<file path="src/rtl/fsup_pkg.sv">
package fsup_pkg;
   // bit width able to hold the value v (at least one bit)
   function automatic int unsigned width_for(input int unsigned v);
      int unsigned w;
      w = 1;
      while ((64'd1 << w) <= 64'(v)) w++;
      return w;
   endfunction

   function automatic int unsigned max_of(input int unsigned a, input int unsigned b);
      return (a > b) ? a : b;
   endfunction
endpackage

</file>
<file path="src/rtl/fsup_event_gate.sv">
module fsup_event_gate
   import fsup_pkg::*;
#(
   parameter int unsigned N_REG      = 4,
   parameter bit          CASCADE_EN = 1'b1,
   localparam int unsigned EW        = width_for(N_REG)
) (
   input  logic [N_REG-1:0]       dis_q,
   input  logic [N_REG-1:0]       uv_flag,
   input  logic [N_REG-1:0]       oc_flag,
   input  logic [N_REG*N_REG-1:0] dep_map,
   input  logic                   block,
   output logic [N_REG-1:0]       new_f,
   output logic [EW-1:0]          n_ev
);
   logic [N_REG-1:0] own_f;
   logic [N_REG-1:0] casc_f;

   assign own_f = (uv_flag | oc_flag) & ~dis_q;

   generate
      if (CASCADE_EN) begin : g_casc
         for (genvar j = 0; j < N_REG; j++) begin : g_dn
            logic feeder_off;
            assign feeder_off = |(dep_map[j*N_REG +: N_REG] & dis_q);
            assign casc_f[j]  = feeder_off & ~dis_q[j];
         end
      end else begin : g_nocasc
         logic unused_map;
         assign unused_map = ^dep_map;
         assign casc_f     = '0;
      end
   endgenerate

   assign new_f = (own_f | casc_f) & {N_REG{~block}};

   always_comb begin
      n_ev = '0;
      for (int k = 0; k < N_REG; k++) n_ev = n_ev + EW'(new_f[k]);
   end
endmodule

</file>
<file path="src/rtl/fsup_tally.sv">
module fsup_tally
   import fsup_pkg::*;
#(
   parameter int unsigned N_REG        = 4,
   parameter int unsigned TRIP_RESTART = 4,
   parameter int unsigned TRIP_NORMAL  = 5,
   parameter int unsigned QUIET_CLKS   = 16384,
   localparam int unsigned EW          = width_for(N_REG),
   localparam int unsigned TRIP_MAX    = max_of(TRIP_RESTART, TRIP_NORMAL),
   localparam int unsigned CW          = width_for(TRIP_MAX + N_REG),
   localparam int unsigned QW          = width_for(QUIET_CLKS)
) (
   input  logic          clk,
   input  logic          rst,
   input  logic [EW-1:0] n_ev,
   input  logic          restart_s5,
   output logic          trip_hit
);
   logic [CW-1:0] cnt_q;
   logic [QW-1:0] quiet_q;
   logic [CW-1:0] sum;
   logic [CW-1:0] trip_v;
   logic          any_ev;

   assign any_ev   = (n_ev != '0);
   assign trip_v   = restart_s5 ? CW'(TRIP_RESTART) : CW'(TRIP_NORMAL);
   assign sum      = cnt_q + CW'(n_ev);
   assign trip_hit = any_ev && (sum >= trip_v);

   always_ff @(posedge clk) begin
      if (rst) begin
         cnt_q   <= '0;
         quiet_q <= QW'(QUIET_CLKS);
      end else if (any_ev) begin
         cnt_q   <= (sum >= trip_v) ? trip_v : sum;
         quiet_q <= '0;
      end else if (quiet_q == QW'(QUIET_CLKS - 1)) begin
         cnt_q   <= '0;
         quiet_q <= QW'(QUIET_CLKS);
      end else if (quiet_q < QW'(QUIET_CLKS)) begin
         quiet_q <= quiet_q + 1'b1;
      end
   end

   assert_cnt_bound_R6: assert property (@(posedge clk) disable iff (rst)
      cnt_q <= CW'(TRIP_MAX));
   assert_quiet_bound_R7: assert property (@(posedge clk) disable iff (rst)
      quiet_q <= QW'(QUIET_CLKS));
   assert_forgive_R7: assert property (@(posedge clk) disable iff (rst)
      (quiet_q == QW'(QUIET_CLKS - 1) && !any_ev) |=> (cnt_q == '0));
   assert_event_rewinds_R7: assert property (@(posedge clk) disable iff (rst)
      any_ev |=> (quiet_q == '0));
endmodule

</file>
<file path="src/rtl/fsup_retry.sv">
module fsup_retry
   import fsup_pkg::*;
#(
   parameter int unsigned N_REG     = 4,
   parameter int unsigned STEP_CLKS = 2048,
   localparam int unsigned TW       = width_for(STEP_CLKS)
) (
   input  logic             clk,
   input  logic             rst,
   input  logic [N_REG-1:0] dis_q,
   input  logic             idle,
   input  logic             fault_ev,
   output logic [N_REG-1:0] grant
);
   logic [TW-1:0]    t_q;
   logic             due;
   logic [N_REG:0]   seen;
   logic [N_REG-1:0] pick;

   assign due = (t_q == TW'(STEP_CLKS - 1)) && !idle && !fault_ev;

   always_ff @(posedge clk) begin
      if (rst || idle || fault_ev || due) t_q <= '0;
      else                                t_q <= t_q + 1'b1;
   end

   assign seen[0] = 1'b0;
   generate
      for (genvar k = 0; k < N_REG; k++) begin : g_pick
         assign pick[k]   = dis_q[k] & ~seen[k];
         assign seen[k+1] = seen[k] | dis_q[k];
      end
   endgenerate

   assign grant = due ? pick : '0;

   assert_grant_onehot_R8: assert property (@(posedge clk) disable iff (rst)
      $onehot0(grant));
   assert_timer_bound_R8: assert property (@(posedge clk) disable iff (rst)
      t_q < TW'(STEP_CLKS));
endmodule

</file>
<file path="src/rtl/fsup_supervisor.sv">
module fsup_supervisor
   import fsup_pkg::*;
#(
   parameter int unsigned N_REG        = 4,
   parameter logic [N_REG-1:0] OV_MASK = N_REG'(3),
   parameter int unsigned TRIP_RESTART = 4,
   parameter int unsigned TRIP_NORMAL  = 5,
   parameter int unsigned QUIET_CLKS   = 16384,
   parameter int unsigned STEP_CLKS    = 2048,
   parameter bit          CASCADE_EN   = 1'b1,
   localparam int unsigned EW          = width_for(N_REG)
) (
   input  logic                   clk,
   input  logic                   rst,
   input  logic [N_REG-1:0]       uv_flag,
   input  logic [N_REG-1:0]       ov_flag,
   input  logic [N_REG-1:0]       oc_flag,
   input  logic [N_REG*N_REG-1:0] dep_map,
   input  logic                   restart_s5,
   input  logic                   slp_s5,
   output logic [N_REG-1:0]       fault_dis,
   output logic                   shutdown,
   output logic [N_REG-1:0]       restart_req
);
   generate
      if (N_REG < 1 || N_REG > 32) begin : g_bad_n
         $error("fsup_supervisor: N_REG out of range");
      end
      if (TRIP_RESTART < 1 || TRIP_NORMAL < 1) begin : g_bad_trip
         $error("fsup_supervisor: trip limits must be at least 1");
      end
      if (QUIET_CLKS < 2 || STEP_CLKS < 2) begin : g_bad_time
         $error("fsup_supervisor: timer lengths must be at least 2");
      end
   endgenerate

   logic [N_REG-1:0] dis_q;
   logic [N_REG-1:0] req_q;
   logic             shut_q;
   logic             slp_q;
   logic             s5_exit;
   logic             ov_hit;
   logic             block;
   logic [N_REG-1:0] new_f;
   logic [EW-1:0]    n_ev;
   logic             trip_hit;
   logic [N_REG-1:0] grant;
   logic             retry_idle;

   assign s5_exit    = slp_s5 & ~slp_q;
   assign ov_hit     = |(ov_flag & OV_MASK);
   assign block      = shut_q | s5_exit;
   assign retry_idle = shut_q | s5_exit | ~(|dis_q);

   fsup_event_gate #(.N_REG(N_REG), .CASCADE_EN(CASCADE_EN)) i_gate (
      .dis_q(dis_q), .uv_flag(uv_flag), .oc_flag(oc_flag), .dep_map(dep_map),
      .block(block), .new_f(new_f), .n_ev(n_ev)
   );

   fsup_tally #(.N_REG(N_REG), .TRIP_RESTART(TRIP_RESTART), .TRIP_NORMAL(TRIP_NORMAL),
                .QUIET_CLKS(QUIET_CLKS)) i_tally (
      .clk(clk), .rst(rst), .n_ev(n_ev), .restart_s5(restart_s5), .trip_hit(trip_hit)
   );

   fsup_retry #(.N_REG(N_REG), .STEP_CLKS(STEP_CLKS)) i_retry (
      .clk(clk), .rst(rst), .dis_q(dis_q), .idle(retry_idle),
      .fault_ev(|new_f), .grant(grant)
   );

   always_ff @(posedge clk) begin
      if (rst) begin
         dis_q  <= '0;
         req_q  <= '0;
         shut_q <= 1'b0;
         slp_q  <= 1'b1;
      end else begin
         slp_q <= slp_s5;
         req_q <= grant;
         if (s5_exit) begin
            dis_q  <= '0;
            shut_q <= 1'b0;
         end else begin
            dis_q  <= (dis_q | new_f) & ~grant;
            shut_q <= shut_q | ov_hit | trip_hit;
         end
      end
   end

   assign fault_dis   = dis_q;
   assign shutdown    = shut_q;
   assign restart_req = req_q;

   assert_ov_stop_R3: assert property (@(posedge clk) disable iff (rst)
      (ov_hit && !s5_exit) |=> shutdown);
   assert_latch_hold_R4: assert property (@(posedge clk) disable iff (rst)
      (shutdown && !s5_exit) |=> shutdown);
   assert_frozen_in_stop_R4: assert property (@(posedge clk) disable iff (rst)
      (shutdown && !s5_exit) |=> $stable(fault_dis));
   assert_new_on_enabled_R9: assert property (@(posedge clk) disable iff (rst)
      (new_f & dis_q) == '0);
   assert_req_onehot_R8: assert property (@(posedge clk) disable iff (rst)
      $onehot0(restart_req));

   generate
      for (genvar k = 0; k < N_REG; k++) begin : g_req_chk
         assert_req_reenables_R8: assert property (@(posedge clk) disable iff (rst)
            restart_req[k] |-> (!fault_dis[k] && $past(fault_dis[k])));
      end
   endgenerate
endmodule

</file>
<file path="config.mk">
export PLATFORM = sky130hd
export DESIGN_NAME = fsup_supervisor
export DESIGN_NICKNAME = d
export VERILOG_FILES = /design/src/rtl/fsup_pkg.sv /design/src/rtl/fsup_event_gate.sv /design/src/rtl/fsup_tally.sv /design/src/rtl/fsup_retry.sv /design/src/rtl/fsup_supervisor.sv
export SDC_FILE = /design/constraint.sdc
export NUM_CORES = 1
export LEC_CHECK = 0
export CORE_MARGIN = 2
export CORE_UTILIZATION = 52
export CTS_BUF_LIST = sky130_fd_sc_hd__clkbuf_16
export DETAILED_ROUTE_END_ITERATION = 10
export PLACE_DENSITY = 0.83
export SLEW_MARGIN = 20
export SYNTH_ARGS = -nofsm -noshare
export SYNTH_HDL_FRONTEND = slang
export SYNTH_SLANG_ARGS = --single-unit
</file>
<file path="constraint.sdc">
create_clock -name clk -period 5 [get_ports clk]
set_input_delay 1.5 -clock clk [delete_from_list [all_inputs] [get_ports clk]]
set_output_delay 1.5 -clock clk [all_outputs]
set_load 0.1 [all_outputs]
</file>
==> results <==
-- how the worst min path moves through the flow --
stage,slack (ps),to
detailed placement,450,i_retry.t_q[0]
finish,450,i_retry.t_q[0]
global route,480,i_retry.t_q[0]
global placement,430,i_retry.t_q[0]
CTS,450,i_retry.t_q[0]
floorplan,420,i_retry.t_q[0]
-- synthesized netlist by cell type, types with 2 or more instances --
library cell and number:
buf_2 2, a21oi_1 4, a31oi_1 3, and4_1 4, a31o_2 2, nor3_1 6, fa_1 2, inv_1 16
nand2b_1 5, nand3_1 12, dfxtp_1 41, o32ai_1 2, clkbuf_1 4, and3b_1 2, ha_1 9, a2111o_1 2
nand2_1 8, buf_6 2, xnor2_1 9, nor2_1 34, or3_1 2, a211oi_1 8, nor2b_1 3, or2_2 2
and3_1 5, xor2_1 14, a22oi_1 5, and2_1 2, o21ai_0 7, o211ai_1 2, nand4_1 5
-- cell families after synthesis --
logic type | Yosys count | share of synthesized area, %
XOR/XNOR | 23 | 9.38
flip-flops | 41 | 38.2
AO/OA/AOI/OAI | 42 | 14.7
multiplexers | 1 | 0.466
adder cells (fa/ha/maj) | 11 | 7.11
buffers and inverters | 26 | 5.89
AND/OR/NAND/NOR | 98 | 24.2
-- sequential cells by signal, indices dropped and copies added, names as in the netlist --
signal           cells
i_tally.cnt_q        4
i_retry.t_q         12
i_tally.quiet_q     15
fault_dis            4
shutdown             1
slp_q                1
restart_req          4
-- critical path, delay by kind of cell --
family                   cells  cell delay (ps)
adder cells (fa/ha/maj)      4             1330
buffers and inverters        4              630
XOR/XNOR                     1              200
AND/OR/NAND/NOR              3              720
AO/OA/AOI/OAI                3              480
-- placed cells by master (no fill, tap or decap), types with 3 or more instances in the layout --
master / instances
a211oi_1: 8
a21oi_1: 4
a22oi_1: 5
a31oi_1: 3
and3_1: 5
and4_1: 4
buf_4: 5
clkbuf_16: 5
clkdlybuf4s50_1: 34
dfxtp_1: 41
ha_1: 9
inv_1: 17
nand2_1: 8
nand2b_1: 5
nand3_1: 12
nand4_1: 5
nor2_1: 34
nor2b_1: 3
nor3_1: 6
o21ai_0: 7
xnor2_1: 9
xor2_1: 14
-- power by group through the flow --
stage | combinational (mW) | sequential (mW) | clock, mW
floorplan | 0.213 | 0.406 | 0
global placement | 0.312 | 0.378 | 0
detailed placement | 0.324 | 0.379 | 0
CTS | 0.328 | 0.372 | 0.357
global route | 0.359 | 0.375 | 0.371
finish | 0.326 | 0.373 | 0.350
-- through the flow --
stage,instance area [µm²],worst slack [ps]
after detailed placement,2520,70.7
after global routing,2680,121
after CTS,2680,337
after global placement,2520,71.0
after floorplan,2150,673
final,2680,331
-- final cells by class --
class                      count  share of cell area [%]
tap                           50                    2.33
clock buffer                   5                    4.66
inverter                      16                    2.24
timing repair buffer          39                    14.1
multi-input combinational    175                    44.7
clock inverter                 3                    1.40
sequential                    41                    30.6
-- layer usage --
layer	vias to the layer above	GRT usage, %
met5	-	0
met4	0	9.25
met2	51	37.5
met1	862	21.8
li1	927	-
met3	4	4.93
==> impl_metrics.env <==
export IMPL_run_status="completed"
export IMPL_cts_setup_buffers=0
export IMPL_reg2reg_to="i_tally.cnt_q[0]"
export IMPL_cp_startpoint="slp_s5"
export IMPL_dieArea_um2=4660
export IMPL_coreArea_um2=4000
export IMPL_min_path_cells=1
export IMPL_min_period_over_period_pct=93.4
export IMPL_antenna_found_initial=0
export IMPL_post_synth_top_area_cell="dfxtp_1"
export IMPL_fin_cells=329
export IMPL_crit_fanout=3
export IMPL_cp_required_ps=5190
export IMPL_hold_buffers=0
export IMPL_power_switching_uw=324
export IMPL_slew_headroom_pct=33.8
export IMPL_grt_max_degree=13
export IMPL_maxCapViolCount=0
export IMPL_routed_top_layer="met4"
export IMPL_setup_tns_ps=0
export IMPL_synth_seq_cells=41
export IMPL_crit_path_cell_trace="clkdlybuf4s50_1, nor2b_1, a211oi_1, nand2b_1, ha_1, inv_1, fa_1, inv_1, ha_1, inv_1, fa_1, xor2_1, o32ai_1, or4_1, o211ai_1"
export IMPL_ir_drop_mv=0.177
export IMPL_critPathKind="in2reg"
export IMPL_root_buffer="clkbuf_16"
export IMPL_dr_pass1_iters=4
export IMPL_fmax_mhz=214
export IMPL_numCtsBuffers=5
export IMPL_clk_pin_slew_worst_paths_ps=60
export IMPL_whs_ps=446
export IMPL_rrSetupSlack_ps=1450
export IMPL_fillerInstances=298
export IMPL_start_kind="input pin"
export IMPL_chipWidth_um=68.3
export IMPL_drive_above_1_share_pct=6.81
export IMPL_ant_nets=0
export IMPL_drc_errors=0
export IMPL_hold_viol_final=0
export IMPL_p_seq_share_pct=35.5
export IMPL_clock_skew_ps=3.81
export IMPL_synth_flop_cell="dfxtp_1"
export IMPL_start_util_pct=53.7
export IMPL_grt_pass1_vias=1740
export IMPL_worstPathArrival_ps=4860
export IMPL_drt_vias_per_instance=5.60
export IMPL_drt_iter0_drc=86
export IMPL_grt_pass1_wl_mm=7.21
export IMPL_port_buffer_count=34
export IMPL_multi_input_area_um2=1200
export IMPL_synthArstFlopShare_pct=0
export IMPL_timing_final_crit_period_ps=4670
export IMPL_met2WireLength_mm=2.22
export IMPL_dp_hpwl_mm=3.23
export IMPL_cts_tree="done"
export IMPL_finalMaxSlewViolations=0
export IMPL_crit_path_frequent_cell="inv_1"
export IMPL_seq_area_um2=821
export IMPL_setup_viol=0
export IMPL_syn_area_um2=2150
export IMPL_seq_area_frac_synth_pct=38.2
export IMPL_finalPower_mw=1.05
export IMPL_ys_warnings_count=0
export IMPL_area_growth_synth_to_final_pct=25.0
export IMPL_avgSynthCellArea_um2=8.87
export IMPL_rsz0062_at_grt="no"
export IMPL_grt_usage_pct=20.4
export IMPL_p_leak_nw=1.02
export IMPL_p_sw_share_pct=30.8
export IMPL_vias=1844
export IMPL_synth_cell_types=49
export IMPL_worst_path_largest_cell_delay_ps=470
export IMPL_gp_congestion=0.799
export IMPL_die_h_um=68.3
export IMPL_syn_inst=242
export IMPL_grt_overflow_total=0
export IMPL_cts_max_path_buffers=2
export IMPL_worst_skew_pair_late_latency_ps=280
export IMPL_synth_top_cell_area_share_pct=38.2
export IMPL_dp_cells=321
export IMPL_power_frac_comb_pct=31.1
export IMPL_wl_mm=4.45
export IMPL_internal_power_uw=726
export IMPL_hold_start="i_retry.t_q[0]"
export IMPL_r2r_start="fault_dis[1]"
export IMPL_dr_wl_met3_um=289
export IMPL_nets=321
export IMPL_syn_nets=285
export IMPL_post_cts_resized=0
export IMPL_clockPowerShare_pct=33.4
export IMPL_endpoint="i_tally.cnt_q[0]"
export IMPL_power_density_nw_per_um2=391
export IMPL_n_antenna_cell=0
export IMPL_rows=23
export IMPL_cp_slowest_cell="fa_1"
export IMPL_synth_edf_count=0
export IMPL_min_path_type="reg2reg"
export IMPL_wire_per_inst_um=13.5
export IMPL_cts_sinks=41
export IMPL_drt_met1_wl_mm=1.89
export IMPL_worst_pin_slew_ps=990
export IMPL_synth_area_leaders="dfxtp_1, nor2_1, xor2_1"
export IMPL_post_route_util_pct=67.1
export IMPL_r2r_cells=13
export IMPL_endpoint_kind="flip-flop"
export IMPL_ioPinCount=41
export IMPL_htreeDepth=2
Note: power is estimated with default switching activity, not from simulation.
